### src/rtl/fs_pkg.sv
package fs_pkg;
  localparam logic [2:0] SEL_CTRL   = 3'd0;
  localparam logic [2:0] SEL_PERIOD = 3'd1;
  localparam logic [2:0] SEL_COUNT  = 3'd2;
  localparam logic [2:0] SEL_ADDR   = 3'd3;
  localparam logic [2:0] SEL_INFO   = 3'd4;

  typedef struct packed {
    logic drop;
    logic redir;
    logic miss;
  } flags_t;
endpackage

### src/rtl/fs_period_ctr.sv
module fs_period_ctr #(
  parameter int CNT_W = 16
) (
  input  logic             clk_i,
  input  logic             rst_ni,
  input  logic             fire_i,
  input  logic [CNT_W-1:0] period_i,
  input  logic             cnt_we_i,
  input  logic [CNT_W-1:0] cnt_wd_i,
  output logic [CNT_W-1:0] count_o,
  output logic             tag_o
);
  localparam int EXT_W = CNT_W + 1;

  logic [CNT_W-1:0] count_q;
  logic [EXT_W-1:0] count_inc;
  logic             hit;

  assign count_inc = {1'b0, count_q} + EXT_W'(1);
  assign hit       = count_inc >= {1'b0, period_i};
  assign tag_o     = fire_i & hit;
  assign count_o   = count_q;

  always_ff @(posedge clk_i or negedge rst_ni) begin
    if (!rst_ni)       count_q <= '0;
    else if (cnt_we_i) count_q <= cnt_wd_i;
    else if (fire_i)   count_q <= hit ? '0 : count_inc[CNT_W-1:0];
  end

  a_r3_tag_clears_count: assert property (@(posedge clk_i) disable iff (!rst_ni)
    tag_o && !cnt_we_i |=> count_q == '0);
endmodule

### src/rtl/fs_lat_timer.sv
module fs_lat_timer #(
  parameter int LAT_W = 12
) (
  input  logic             clk_i,
  input  logic             rst_ni,
  input  logic             tag_i,
  input  logic             cmpl_i,
  output logic             busy_o,
  output logic             done_o,
  output logic [LAT_W-1:0] lat_done_o
);
  localparam logic [LAT_W-1:0] LAT_MAX = '1;

  logic             busy_q;
  logic [LAT_W-1:0] lat_q;
  logic [LAT_W-1:0] lat_inc;

  assign lat_inc    = (lat_q == LAT_MAX) ? LAT_MAX : lat_q + LAT_W'(1);
  assign busy_o     = busy_q;
  assign done_o     = busy_q & cmpl_i;
  assign lat_done_o = lat_inc;

  always_ff @(posedge clk_i or negedge rst_ni) begin
    if (!rst_ni) begin
      busy_q <= 1'b0;
      lat_q  <= '0;
    end else if (tag_i) begin
      busy_q <= 1'b1;
      lat_q  <= '0;
    end else if (busy_q && cmpl_i) begin
      busy_q <= 1'b0;
    end else if (busy_q) begin
      lat_q <= lat_inc;
    end
  end

  a_r5_tag_starts_timer: assert property (@(posedge clk_i) disable iff (!rst_ni)
    tag_i |=> busy_q && lat_q == '0);
  a_r6_lat_saturates: assert property (@(posedge clk_i) disable iff (!rst_ni)
    busy_q && !cmpl_i && !tag_i && lat_q == LAT_MAX |=> lat_q == LAT_MAX);
endmodule

### src/rtl/fs_record.sv
module fs_record #(
  parameter int ADDR_W = 32,
  parameter int LAT_W  = 12
) (
  input  logic                clk_i,
  input  logic                rst_ni,
  input  logic                tag_i,
  input  logic [ADDR_W-1:0]   addr_i,
  input  logic                redir_i,
  input  logic                done_i,
  input  logic [LAT_W-1:0]    lat_i,
  input  logic                miss_i,
  input  logic                drop_i,
  input  logic                clr_i,
  output logic                valid_o,
  output logic [ADDR_W-1:0]   addr_o,
  output logic [LAT_W-1:0]    lat_o,
  output fs_pkg::flags_t      flags_o
);
  logic               valid_q;
  logic [ADDR_W-1:0]  addr_q;
  logic [LAT_W-1:0]   lat_q;
  fs_pkg::flags_t     flags_q;

  always_ff @(posedge clk_i or negedge rst_ni) begin
    if (!rst_ni) begin
      valid_q <= 1'b0;
      addr_q  <= '0;
      lat_q   <= '0;
      flags_q <= '0;
    end else begin
      if (tag_i) begin
        addr_q        <= addr_i;
        flags_q.redir <= redir_i;
      end
      if (done_i) begin
        lat_q        <= lat_i;
        flags_q.miss <= miss_i;
        flags_q.drop <= drop_i;
        valid_q      <= 1'b1;
      end else if (clr_i) begin
        valid_q <= 1'b0;
      end
    end
  end

  assign valid_o = valid_q;
  assign addr_o  = addr_q;
  assign lat_o   = lat_q;
  assign flags_o = flags_q;

  a_r7_valid_after_done: assert property (@(posedge clk_i) disable iff (!rst_ni)
    $rose(valid_q) |-> $past(done_i));
  a_r4_addr_held: assert property (@(posedge clk_i) disable iff (!rst_ni)
    valid_q && !tag_i |=> $stable(addr_q));
endmodule

### src/rtl/fetch_sampler.sv
module fetch_sampler #(
  parameter int ADDR_W = 32,
  parameter int CNT_W  = 16,
  parameter int LAT_W  = 12,
  parameter int DATA_W = 32
) (
  input  logic              clk_i,
  input  logic              rst_ni,
  input  logic              fetch_vld_i,
  input  logic [ADDR_W-1:0] fetch_addr_i,
  input  logic              fetch_redir_i,
  input  logic              cmpl_vld_i,
  input  logic              cmpl_miss_i,
  input  logic              cmpl_drop_i,
  input  logic              wr_en_i,
  input  logic [2:0]        wr_sel_i,
  input  logic [DATA_W-1:0] wr_data_i,
  input  logic [2:0]        rd_sel_i,
  output logic [DATA_W-1:0] rd_data_o,
  output logic              irq_o
);
  import fs_pkg::*;

  localparam int INFO_W = LAT_W + 3;

  logic              enable_q;
  logic [CNT_W-1:0]  period_q;
  logic [CNT_W-1:0]  count;
  logic              fire, tag, busy, done, valid, clr, cnt_we;
  logic [LAT_W-1:0]  lat_done, lat_rec;
  logic [ADDR_W-1:0] addr_rec;
  flags_t            flags_rec;
  logic              unused_wdata;

  assign unused_wdata = ^wr_data_i;
  assign fire   = fetch_vld_i & enable_q & ~busy & ~valid;
  assign cnt_we = wr_en_i && wr_sel_i == SEL_COUNT;
  assign clr    = wr_en_i && wr_sel_i == SEL_CTRL && !wr_data_i[1];
  assign irq_o  = valid;

  always_ff @(posedge clk_i or negedge rst_ni) begin
    if (!rst_ni) begin
      enable_q <= 1'b0;
      period_q <= '0;
    end else if (wr_en_i) begin
      if (wr_sel_i == SEL_CTRL)   enable_q <= wr_data_i[0];
      if (wr_sel_i == SEL_PERIOD) period_q <= wr_data_i[CNT_W-1:0];
    end
  end

  fs_period_ctr #(.CNT_W(CNT_W)) i_period_ctr (
    .clk_i    (clk_i),
    .rst_ni   (rst_ni),
    .fire_i   (fire),
    .period_i (period_q),
    .cnt_we_i (cnt_we),
    .cnt_wd_i (wr_data_i[CNT_W-1:0]),
    .count_o  (count),
    .tag_o    (tag)
  );

  fs_lat_timer #(.LAT_W(LAT_W)) i_lat_timer (
    .clk_i      (clk_i),
    .rst_ni     (rst_ni),
    .tag_i      (tag),
    .cmpl_i     (cmpl_vld_i),
    .busy_o     (busy),
    .done_o     (done),
    .lat_done_o (lat_done)
  );

  fs_record #(.ADDR_W(ADDR_W), .LAT_W(LAT_W)) i_record (
    .clk_i   (clk_i),
    .rst_ni  (rst_ni),
    .tag_i   (tag),
    .addr_i  (fetch_addr_i),
    .redir_i (fetch_redir_i),
    .done_i  (done),
    .lat_i   (lat_done),
    .miss_i  (cmpl_miss_i),
    .drop_i  (cmpl_drop_i),
    .clr_i   (clr),
    .valid_o (valid),
    .addr_o  (addr_rec),
    .lat_o   (lat_rec),
    .flags_o (flags_rec)
  );

  always_comb begin
    rd_data_o = '0;
    case (rd_sel_i)
      SEL_CTRL:   rd_data_o[1:0]          = {valid, enable_q};
      SEL_PERIOD: rd_data_o[CNT_W-1:0]    = period_q;
      SEL_COUNT:  rd_data_o[CNT_W-1:0]    = count;
      SEL_ADDR:   rd_data_o[ADDR_W-1:0]   = addr_rec;
      SEL_INFO:   rd_data_o[INFO_W-1:0]   = {flags_rec, lat_rec};
      default:    rd_data_o               = '0;
    endcase
  end

  a_r8_count_frozen: assert property (@(posedge clk_i) disable iff (!rst_ni)
    (valid || busy) && !cnt_we |=> $stable(count));
  a_r8_no_tag_pending: assert property (@(posedge clk_i) disable iff (!rst_ni)
    valid || busy |-> !tag);
  a_r7_busy_valid_excl: assert property (@(posedge clk_i) disable iff (!rst_ni)
    !(busy && valid));
  a_r11_irq_rise_on_done: assert property (@(posedge clk_i) disable iff (!rst_ni)
    $rose(irq_o) |-> $past(cmpl_vld_i));
endmodule

### config.mk
export PLATFORM = sky130hd
export DESIGN_NAME = fetch_sampler
export DESIGN_NICKNAME = d
export VERILOG_FILES = /design/src/rtl/fs_pkg.sv /design/src/rtl/fs_period_ctr.sv /design/src/rtl/fs_lat_timer.sv /design/src/rtl/fs_record.sv /design/src/rtl/fetch_sampler.sv
export SDC_FILE = /design/constraint.sdc
export NUM_CORES = 1
export LEC_CHECK = 0
export ABC_AREA = 1
export BUFFER_PORTS_ARGS = -buffer_cell sky130_fd_sc_hd__buf_4
export CAP_MARGIN = 5
export CELL_PAD_IN_SITES_DETAIL_PLACEMENT = 1
export CELL_PAD_IN_SITES_GLOBAL_PLACEMENT = 1
export CORE_ASPECT_RATIO = 0.9
export CORE_UTILIZATION = 43
export DETAILED_ROUTE_END_ITERATION = 12
export PLACE_DENSITY_LB_ADDON = 0.15
export SYNTH_ARGS = -nofsm -noshare
export SYNTH_HDL_FRONTEND = slang
export SYNTH_SLANG_ARGS = --single-unit
### constraint.sdc
create_clock -name clk_i -period 6.1 [get_ports clk_i]
set_input_delay 0.305 -clock clk_i [delete_from_list [all_inputs] [get_ports clk_i]]
set_output_delay 0.305 -clock clk_i [all_outputs]
set_load 0.1 [all_outputs]
==> results.md <==
- CP Capture Type: flop
- Synthesized flop and latch total: 94
- Period Utilization, post-route: 0.566
- Leak Pwr: 0.00350 µW
- Post-CTS Setup Inserts: 0
- Worst skew pair latency: 0.35 ns
- Clock transition at path regs: 0.06 ns
- Multi-input logic area: 2540 µm²
- Post-synthesis adder-cell area fraction: 0.0411
- Critical-path top delay cell: nor3_1
- Fmax: 290 MHz
- FP Rows: 38
- Layout fillers: 1567
- P_int: 1530 µW
- Slew HR: 0.286
- Startpoint types: flop
- PortBufs: 94
- Vias in the first global route: 5426
- Psw: 1250 µW
- Drt via density: 5.27
- WHS Path Cells: 3
- Remaining global-route overflow: 0
- Syn Area/Cell: 7.38 µm²
- # DRC: 0
- Register area: 2350 µm²
- GP Congestion: 0.895
- Placed insts: 973
- Worst vdd ir: 0.213 mV
- Vias: 5203
- Ports: 111
- CTS tree: done
- Simple-gate area share of the yosys netlist: 0.315
- PwrDens: 422 nW/µm²
- Synth cell types: 33
- Mux contribution to synthesized area: 0
- Crit path required time: 6.34 ns
- Initial core utilization: 0.449
- Max FO, Critical Path: 46
- Final min period: 3.45 ns
- Drt first pass iters: 4
- Die Span Y: 109 µm
- Root Buffer: clkbuf_16
- Synth area leader: dfrtp_1
- Largest family of logic cells by synthesized area: simple AND/OR/NAND/NOR gates
- Yosys warns: 0
- H-tree depth: 3
- Setup Skew: 0.00649 ns
- Die ar.: 13200 µm²
- Run status: complete, no violations
- Critical Path AT: 3.69 ns
- GRT Total Usage: 0.269
- Final Hold Viols: 0
- Seq/Total Area, Yosys: 0.429
- Compound-Gate Fraction of Synth Area: 0.0821
- Portion of total power attributed to combinational logic: 0.426
- Worst hold start: cmpl_drop_i
- Synth Net Count: 839
- Synthesized cell area: 5480 µm²
- Critical path class: reg -> reg
- Transition time of the tightest slew-check pin: 1.07 ns
- Final Setup Violations: 0
- Gates resized, CTS repair: 0
- Initial antenna violation count: 0
- Worst path cell trace: nand3_1, nor3_1, xor2_1, inv_1, ha_1, nand2_1, nor2_1, nand3_1, o21ai_0, nor2_2, nand2_8, nand2_8, nand3_1, nand2_1
- Crit-path max cell delay: 0.50 ns
- Core Box Area: 12200 µm²
- RSZ-0062 raised after global routing: no
- FF-to-FF setup slack: 2.65 ns
- First-pass GRT wire length: 27200 µm
- Routed WL: 16700 µm
- Crit Reg-Reg Startpoint: i_period_ctr.count_o[2]
- Antenna violation net count after detailed routing: 0
- Final cell count without fillers: 988
- Wire per inst: 16.9 µm
- Most common cell after layout, fill and taps aside: nand2_1
- # nets final: 921
- Hpwl dp: 12200 µm
- Slew Limit Fails: 0
- Area delta synth->final: 20.2%
- Share of cells above drive strength 1: 0.159
- Die width: 121 µm
- Hold Crit Endpoint: i_record.flags_o[2]
- Post-Synthesis Cells: 743
- Num CTS Buffers: 9
- # hold bufs at CTS: 1
- Setup TNS: 0 ns
- CP most frequent cell: nand3_1
- Reg2reg end: i_lat_timer.lat_q[7]
- Largest net degree at the start of global routing: 65
- Sw Share: 0.450
- Area contributors post-synth: dfrtp_1 43%, nand2_1 16%, nand3_1 8.6%, inv_1 7.8%, ha_1 4.1%
- Post-Synth XOR/XNOR Area: 0.0240
- Clock network fraction of design power: 0.219
- Top cell type's share of synthesized area: 0.429
- Most frequent cells in the layout: 236 x nand2_1, 114 x inv_1, 98 x buf_4
- Hold WS: 0.157 ns
- Clock buffer depth: 2
- Tot Pwr: 2780 µW
- R2R cell count: 14
- Antenna Cells: 0
- Seq pwr share: 0.355
- Hold crit path type: in -> reg
- # clock sinks: 94
- DRT iter0 DRCs: 231
- Max_cap viols: 0
## layout make-up
class	count	area share
inverter	117	0.0670
multi-input combinational	504	0.386
sequential	94	0.357
clock inverter	4	0.0110
tap	160	0.0304
clock buffer	10	0.0362
timing repair buffer	99	0.113
## metal layers
metal	vias to the layer above	wire length, µm	GRT usage
li1	2512	-	-
met1	2545	7520	0.342
met2	127	8150	0.466
met3	19	813	0.0575
met4	0	246	0.0705
met5	-	0	0
## worst max-delay path by stage
stage                                  startpoint                   end  cells after the start
final                     i_period_ctr.count_o[2]  i_lat_timer.lat_q[7]                     14
after global routing      i_period_ctr.count_o[2]  i_lat_timer.lat_q[7]                     14
after CTS                 i_period_ctr.count_o[2]  i_lat_timer.lat_q[7]                     14
after detailed placement  i_period_ctr.count_o[2]  i_lat_timer.lat_q[4]                     14
after global placement    i_period_ctr.count_o[2]  i_lat_timer.lat_q[3]                     17
after floorplan                       rd_sel_i[2]          rd_data_o[1]                      4
## cell families after synthesis
| logic type | count (synthesis) |
|---|---|
| and+or+nand+nor | 396 |
| DFF | 94 |
| buffers and inverters | 145 |
| xor gates and xnor gates | 15 |
| AOI/OAI and AO/OA | 75 |
| adders and majority gates | 18 |
## power groups by stage
| stage | Combinational (µW) | Sequential, µW | Clock (µW) |
|---|---|---|---|
| after floorplan | 879 | 963 | 0 |
| after global placement | 1120 | 985 | 0 |
| after detailed placement | 1170 | 996 | 0 |
| after CTS | 1200 | 987 | 619 |
| after global routing | 1310 | 1010 | 642 |
| final | 1190 | 988 | 608 |
## through the flow
stage	area (µm²)	utilization	setup slack [ns]
after detailed placement	6270	0.513	2.77
after global routing	6590	0.540	2.42
after global placement	6270	0.513	2.95
final	6590	0.540	2.65
after floorplan	5480	-	2.66
after CTS	6590	0.540	2.69
## registers in the layout, summed over array words and instances (netlist names)
name	cells
i_record.addr_o	32
i_period_ctr.count_o	16
period_q	16
i_lat_timer.lat_q	12
i_record.lat_o	12
i_record.flags_o	3
enable_q	1
i_lat_timer.busy_o	1
i_record.valid_o	1
## synth_stat cells
library cell  number
nand2_8            2
a21oi_1            5
nand2_2            3
or2_2              2
a221oi_1           1
o21ai_0           37
xor2_1            15
o2111ai_1         13
dfrtp_1           94
inv_4              1
buf_8              1
o211ai_1           1
buf_2              6
o221ai_1           1
ha_1              18
nand4_1            4
nor2_2             3
o22ai_1            9
inv_1            114
o21ai_1            5
nand2_1          236
nand3_2            6
a21o_1             1
buf_6              4
nand4_4            1
inv_2              1
nor3_1             3
nor2_1            41
nand3b_1           1
a31oi_1            2
clkbuf_1          17
clkinv_1           1
nand3_1           94
## critical path: cells and delay by family (launching register included)
kind / cells / cell delay, ns
AOI/OAI and AO/OA: 1 / 0.23
DFF: 1 / 0.46
buffers and inverters: 1 / 0.09
and+or+nand+nor: 10 / 2.01
adders and majority gates: 1 / 0.29
xor gates and xnor gates: 1 / 0.22
Power figures use the tool's default switching activity.
